### src/rtl/combo_lock_pkg.sv
// Shared sizes and the default code for the combination lock.
// Assumes button numbers 1..N map to indices 0..N-1.
package combo_lock_pkg;
    localparam int BTN_COUNT = 4;
    localparam int SEQ_LEN   = 4;
    localparam int IDX_W     = $clog2(BTN_COUNT);
    localparam int PROG_W    = $clog2(SEQ_LEN + 1);

    typedef logic [IDX_W-1:0] btn_idx_t;

    // Element 0 is the first press: buttons 4, 2, 1, 3 -> indices 3, 1, 0, 2
    localparam btn_idx_t [SEQ_LEN-1:0] DEFAULT_CODE = {2'd2, 2'd0, 2'd1, 2'd3};
endpackage

### src/rtl/btn_pulse.sv
// Conditions one raw button: captures it on the falling clock edge and
// emits one rising-edge-aligned pulse per press, one cycle wide.
// Assumes the raw level may change at any time; re-arms after a low sample.
module btn_pulse (
    input  logic clk,
    input  logic rst_n,
    input  logic raw,
    output logic pulse
);
    logic smp;
    logic held;

    // Capture the asynchronous level half a cycle before the state edge
    always_ff @(negedge clk) begin
        if (!rst_n) smp <= 1'b0;
        else        smp <= raw;
    end

    // Fire once on a fresh press, remember the press until released
    always_ff @(posedge clk) begin
        if (!rst_n) begin
            pulse <= 1'b0;
            held  <= 1'b0;
        end else begin
            pulse <= smp & ~held;
            held  <= smp;
        end
    end
endmodule

### src/rtl/seq_matcher.sv
// Tracks progress through the button code from one-cycle pulses.
// Assumes pulses are at most one cycle wide per press; more than one
// pulse in a cycle is a wrong entry.
module seq_matcher
    import combo_lock_pkg::*;
#(
    parameter int                      N_BTN = BTN_COUNT,
    parameter int                      LEN   = SEQ_LEN,
    parameter btn_idx_t [LEN-1:0]      CODE  = DEFAULT_CODE,
    localparam int                     PW    = $clog2(LEN + 1)
) (
    input  logic             clk,
    input  logic             rst_n,
    input  logic [N_BTN-1:0] pulse,
    output logic [PW-1:0]    progress,
    output logic             open_o
);
    logic [PW-1:0] prog_q, prog_d, base;
    btn_idx_t      hit_idx;
    int unsigned   hits;

    // Locate the pulsing button and count simultaneous pulses
    always_comb begin
        hit_idx = '0;
        hits    = $countones(pulse);
        for (int i = 0; i < N_BTN; i++) begin
            if (pulse[i]) hit_idx = btn_idx_t'(i);
        end
    end

    // Next progress: advance on the expected button, otherwise restart
    always_comb begin
        base   = (prog_q == PW'(LEN)) ? '0 : prog_q;
        prog_d = prog_q;
        if (hits > 1) begin
            prog_d = '0;
        end else if (hits == 1) begin
            if (hit_idx == CODE[base])      prog_d = PW'(base + 1'b1);
            else if (hit_idx == CODE[0])    prog_d = PW'(1);
            else                            prog_d = '0;
        end
    end

    // Progress register with synchronous reset
    always_ff @(posedge clk) begin
        if (!rst_n) prog_q <= '0;
        else        prog_q <= prog_d;
    end

    assign progress = prog_q;
    assign open_o   = (prog_q == PW'(LEN));
endmodule

### src/rtl/combo_lock.sv
// Four-button combination lock: one conditioning stage per button feeding
// a sequence matcher. Assumes raw buttons are high while pressed.
module combo_lock
    import combo_lock_pkg::*;
(
    input  logic                 clk,
    input  logic                 rst_n,
    input  logic [BTN_COUNT-1:0] btn_raw,
    output logic                 unlock,
    output logic [PROG_W-1:0]    dbg_progress
);
    logic [BTN_COUNT-1:0] btn_pulse_v;

    // One conditioning stage per button
    for (genvar b = 0; b < BTN_COUNT; b++) begin : g_btn
        btn_pulse u_pulse (
            .clk   (clk),
            .rst_n (rst_n),
            .raw   (btn_raw[b]),
            .pulse (btn_pulse_v[b])
        );
    end

    seq_matcher #(
        .N_BTN (BTN_COUNT),
        .LEN   (SEQ_LEN),
        .CODE  (DEFAULT_CODE)
    ) u_match (
        .clk      (clk),
        .rst_n    (rst_n),
        .pulse    (btn_pulse_v),
        .progress (dbg_progress),
        .open_o   (unlock)
    );
endmodule

### config.mk
export PLATFORM = sky130hd
export DESIGN_NAME = combo_lock
export DESIGN_NICKNAME = d
export VERILOG_FILES = /design/src/rtl/combo_lock_pkg.sv /design/src/rtl/btn_pulse.sv /design/src/rtl/seq_matcher.sv /design/src/rtl/combo_lock.sv
export SDC_FILE = /design/constraint.sdc
export NUM_CORES = 1
export LEC_CHECK = 0
export ABC_AREA = 1
export BUFFER_PORTS_ARGS = -buffer_cell sky130_fd_sc_hd__buf_2
export CORE_MARGIN = 2
export CORE_UTILIZATION = 45
export CTS_BUF_LIST = sky130_fd_sc_hd__clkbuf_2
export DETAILED_ROUTE_END_ITERATION = 10
export GPL_TIMING_DRIVEN = 0
export HOLD_SLACK_MARGIN = 0.02
export SLEW_MARGIN = 30
export SYNTH_ARGS = -nofsm -noshare
export SYNTH_HDL_FRONTEND = slang
export SYNTH_SLANG_ARGS = --single-unit
### constraint.sdc
create_clock -name clk -period 3 [get_ports clk]
set_clock_uncertainty 0.05 [all_clocks]
set_input_delay 0.3 -clock clk [delete_from_list [all_inputs] [get_ports clk]]
set_output_delay 0.3 -clock clk [all_outputs]
set_load 0.02 [all_outputs]
Word level (Yosys, flattened, before mapping)
Cells that the tools add are included.
{"block": "word_totals", "reg_bits": 15, "input_bits": 6, "out_inout_bits": 4, "wordCells": 41}
{"block": "classes", "add_sub_neg": 4, "n_lt_le_gt_ge": 2, "eq_ne": 4, "mux": 8, "bitwise": 9, "reduce_logical": 1}
{"operator": "$add A32 B32 Y32", "n": 1}
{"operator": "$eq A32 B1 Y1 const B", "n": 1}
{"operator": "$gt A32 B1 Y1 const B", "n": 1}
{"operator": "$mux W2", "n": 3}
{"operator": "$mux W3", "n": 2}
{"operator": "$not A1 Y1", "n": 5}
{"operator": "$add A1 B1 Y2", "n": 2}
{"operator": "$and A1 B1 Y1", "n": 4}
{"operator": "$bmux W2 S2", "n": 1}
{"operator": "$add A3 B1 Y3 const B", "n": 1}
{"operator": "$eq A3 B3 Y1 const B", "n": 1}
{"operator": "$lt A3 B3 Y1 const B", "n": 1}
{"operator": "$eq A2 B2 Y1", "n": 1}
{"operator": "$eq A2 B2 Y1 const B", "n": 1}
{"operator": "$mux W1", "n": 2}
{"operator": "$reduce_or A2 Y1", "n": 1}

Longest topological paths before layout
{"block": "logic_depth", "word_depth": 6, "ltp_mapped": 10, "depth_no_buf": 10}

Hierarchy
A second synthesis with hierarchy kept.
{"block": "hier_totals", "hier_cells": 89, "hier_area_um2": 688.2}
{"mod": "seq_matcher", "instances": 1, "cells_per_inst": 53, "area_each_um2": 347.8, "seq_area_each_um2": 60.1}
{"mod": "btn_pulse", "instances": 4, "cells_per_inst": 9, "area_each_um2": 85.1, "seq_area_each_um2": 60.1}

==> Implementation_results.wiki <==
{| class="wikitable"
! Metric !! Value
|-
| Layout cells sized above 1 || 30.2%
|-
| Antenna violations before repair || 0
|-
| Iteration count of the initial detailed-routing pass || 3
|-
| Part of the Yosys area used for sequential elements || 41.7%
|-
| Classification of the worst-slack hold path || in -> reg
|-
| Sum of internal, switching and leakage power || 0.436 mW
|-
| Cell row count || 14
|-
| Cell types occupying the most area after synthesis || sky130_fd_sc_hd__dfxtp_1, sky130_fd_sc_hd__ha_1, sky130_fd_sc_hd__inv_1
|-
| CTS H-Tree Depth || 1
|-
| Arrival time worst endpoint || 2.24 ns
|-
| Cells resized by post-CTS repair || 0
|-
| CTS tree || built
|-
| Area used by sequential logic in the layout || 300 sq um
|-
| Data required time of the worst path || around 3.2 ns
|-
| Total wire length || a little over 1000 um
|-
| Area growth from synthesis to final layout || 12.7%
|-
| Die area || 1940 sq um
|-
| Combined global-route utilization of all metal layers || 13.0%
|-
| Number of clock buffers inserted by TritonCTS || 3
|-
| Number of instances in the synthesized netlist || 81
|-
| Initial core utilization || 47.8%
|-
| Total Negative Setup Slacks || 0 ns
|-
| Post-route fraction of the period consumed by the critical path || 69.3%
|-
| Residual DRC count || 0
|-
| Count of vias placed by the detailed router || between 500 and 600
|-
| Final Cell Area || 812 sq um
|-
| Register-to-Register Path Depth || 2
|-
| Top cells by count, synth || sky130_fd_sc_hd__inv_1, sky130_fd_sc_hd__dfxtp_1, sky130_fd_sc_hd__nand2_1
|-
| Number of DRC markers after the initial detailed-route iteration || 8
|-
| Routed wirelength normalized by instance count || roughly 9 um
|-
| Static leakage || 0.500 nW
|-
| Count of state elements after synthesis || 15
|-
| Number of nets in the layout || 110
|-
| Cell at the root of the clock tree || sky130_fd_sc_hd__clkbuf_2
|-
| Final hold violation count || 0
|-
| Core box area || 1510 sq um
|-
| Clock-pin transition on the worst setup and hold timing paths || 0.14 ns
|-
| Boundary Pins || 10
|-
| Biggest area consumer among synthesized cells || sky130_fd_sc_hd__dfxtp_1
|-
| Final slew viol count || 0
|-
| Wire length of the first global-routing pass || between 1500 and 2000 um
|-
| Top achievable clock speed || 487 MHz
|-
| Max Cap Violations || 0
|-
| Die width || 44.0 um
|-
| Setup fix buffers added after clock tree synthesis || 0
|-
| Headroom to the max-slew limit || 84.8%
|-
| Result of the run || finished clean
|-
| Reg-to-reg endpoint || g_btn[3].u_pulse.pulse$_SDFF_PN0_
|-
| Final setup fails || 0
|-
| FF-to-FF setup slack || 0.92 ns
|-
| Worst-case vdd ir drop || roughly 280 uV
|-
| Antenna fix cells || 0
|-
| Hold path startpoint || rst_n
|-
| Highest fanout seen on the critical path || 2
|-
| Final standard cell utilization of the core || 53.9%
|-
| Clock Sinks || 15
|-
| Count of hold-fix buffers inserted at cts || 0
|-
| Routability-driven placement congestion ratio || 0.814
|-
| Most used standard cell by instance count after synthesis || sky130_fd_sc_hd__inv_1
|-
| Syn_nets || 94
|-
| Actual transition at the worst max-transition pin || between 0.2 and 0.25 ns
|-
| Fillers || 153
|-
| Syn avg cell area || roughly 8.9 sq um
|-
| Multi-input gate area || 338 sq um
|-
| Power density over the cells || between 500 and 600 nW/um^2
|-
| Async SR Flop Fraction || 0%
|-
| Via-per-instance ratio || 4.48
|-
| Placement-stage cell area || 781 sq um
|-
| Die Ht || 44.0 um
|-
| Min-Delay Endpoint || g_btn[0].u_pulse.held$_SDFF_PN0_
|-
| Maximum number of pins on one net before global-route repair || 10
|-
| Start of the worst register-to-register path || g_btn[3].u_pulse.smp$_SDFF_NN0_
|-
| Total global routing overflow || 0
|-
| Count of input and output buffers || 8
|-
| Hold slack final || between 0.2 and 0.25 ns
|-
| Total number of yosys warnings || 0
|-
| Syn Std Cell Area || ~720 sq um
|-
| Unrepaired setup endpoints after global routing || false
|-
| Cell count of the worst hold path || 3
|-
| Hpwl dp || 839 um
|-
| Number of unique standard cell types used by synthesis || 21
|-
| Clock latency on the worst-skew pair || 0.31 ns
|-
| Via count of the first global-routing pass || approximately 480
|-
| Type of element launching the critical path || register
|-
| Most instantiated flip-flop cell in the synthesis netlist || sky130_fd_sc_hd__dfxtp_1
|-
| EDFF count, synth || 0
|-
| Shortest period the worst path allows || 2.08 ns
|-
| Number of buffers between clock root and the deepest sink || 2
|-
| Share of Yosys cell area claimed by the top area cell type || 41.7%
|-
| Critical path class || reg -> reg
|-
| Antenna-violating nets left || 0
|-
| Worst setup EP type || register
|}
## layout make-up
cell class,count,area share [%]
flip-flops and latches,15,37.0
multi-input cells,45,41.6
clock buffers,4,2.47
clock inverters,4,1.85
well taps,16,2.47
inverters,19,8.78
repair buffers,8,4.93
plain buffers,1,0.924
## report_power, final
group	internal [mW]	switching (mW)	leakage, nW
clock network	0.0422	0.0703	0.0379
registers	0.212	0.0102	0.124
logic	0.0412	0.0595	0.338
total	0.296	0.140	0.500
## critical path: stages (launching register included)
cell,delay (ns)
sky130_fd_sc_hd__dfxtp_1,0.30
sky130_fd_sc_hd__nand2_1,0.06
sky130_fd_sc_hd__nor2_1,0.08
## flip-flops by register name, summed over array words and instances, names as in the netlist
name,count
g_btn.u_pulse.held,4
u_match.progress,3
g_btn.u_pulse.pulse,4
g_btn.u_pulse.smp,4
## how the worst max path moves through the flow
stage	from	end	cells past startpoint
finish	g_btn[3].u_pulse.smp$_SDFF_NN0_	g_btn[3].u_pulse.pulse$_SDFF_PN0_	2
global route	g_btn[3].u_pulse.pulse$_SDFF_PN0_	u_match.progress[0]$_SDFFE_PP0P_	10
CTS	g_btn[1].u_pulse.smp$_SDFF_NN0_	g_btn[1].u_pulse.held$_SDFF_PN0_	2
detailed placement	rst_n	g_btn[0].u_pulse.smp$_SDFF_NN0_	3
global placement	rst_n	g_btn[0].u_pulse.smp$_SDFF_NN0_	3
floorplan	rst_n	g_btn[0].u_pulse.smp$_SDFF_NN0_	3
## cell families after synthesis
logic type      count (synthesis)  synth area share [%]
fa+ha+maj                       7                  13.2
simple gates                   29                  22.6
compound gates                  7                  7.64
buf+inv                        21                  11.5
xor+xnor                        2                  3.47
flops                          15                  41.7
## per-layer routing
metal	share of wire (%)	up-vias	GRT usage, %
li1	-	271	-
met1	50	225	16.2
met2	48	4	19.4
met3	1.8	2	3.67
met4	0.79	0	9.09
met5	0	-	0
## placed cells by master (no fill, tap or decap), drive strengths merged
master	count
buf	9
o211ai	1
nand2	17
o21ai	2
nand3b	1
dfxtp	15
nand4	1
ha	6
xor2	1
a21oi	3
and2	1
xnor2	1
nor2	5
a21boi	1
inv	23
clkbuf	4
nand3	4
fa	1
## metrics by stage
step / cells / setup slack (ns)
after detailed placement: 105 / 0.798
after global placement: 105 / 0.805
final: 112 / 0.922
after CTS: 112 / 0.920
after global routing: 112 / 0.807
after floorplan: 81 / 0.820
No activity file was read; power rests on OpenSTA's default activity.
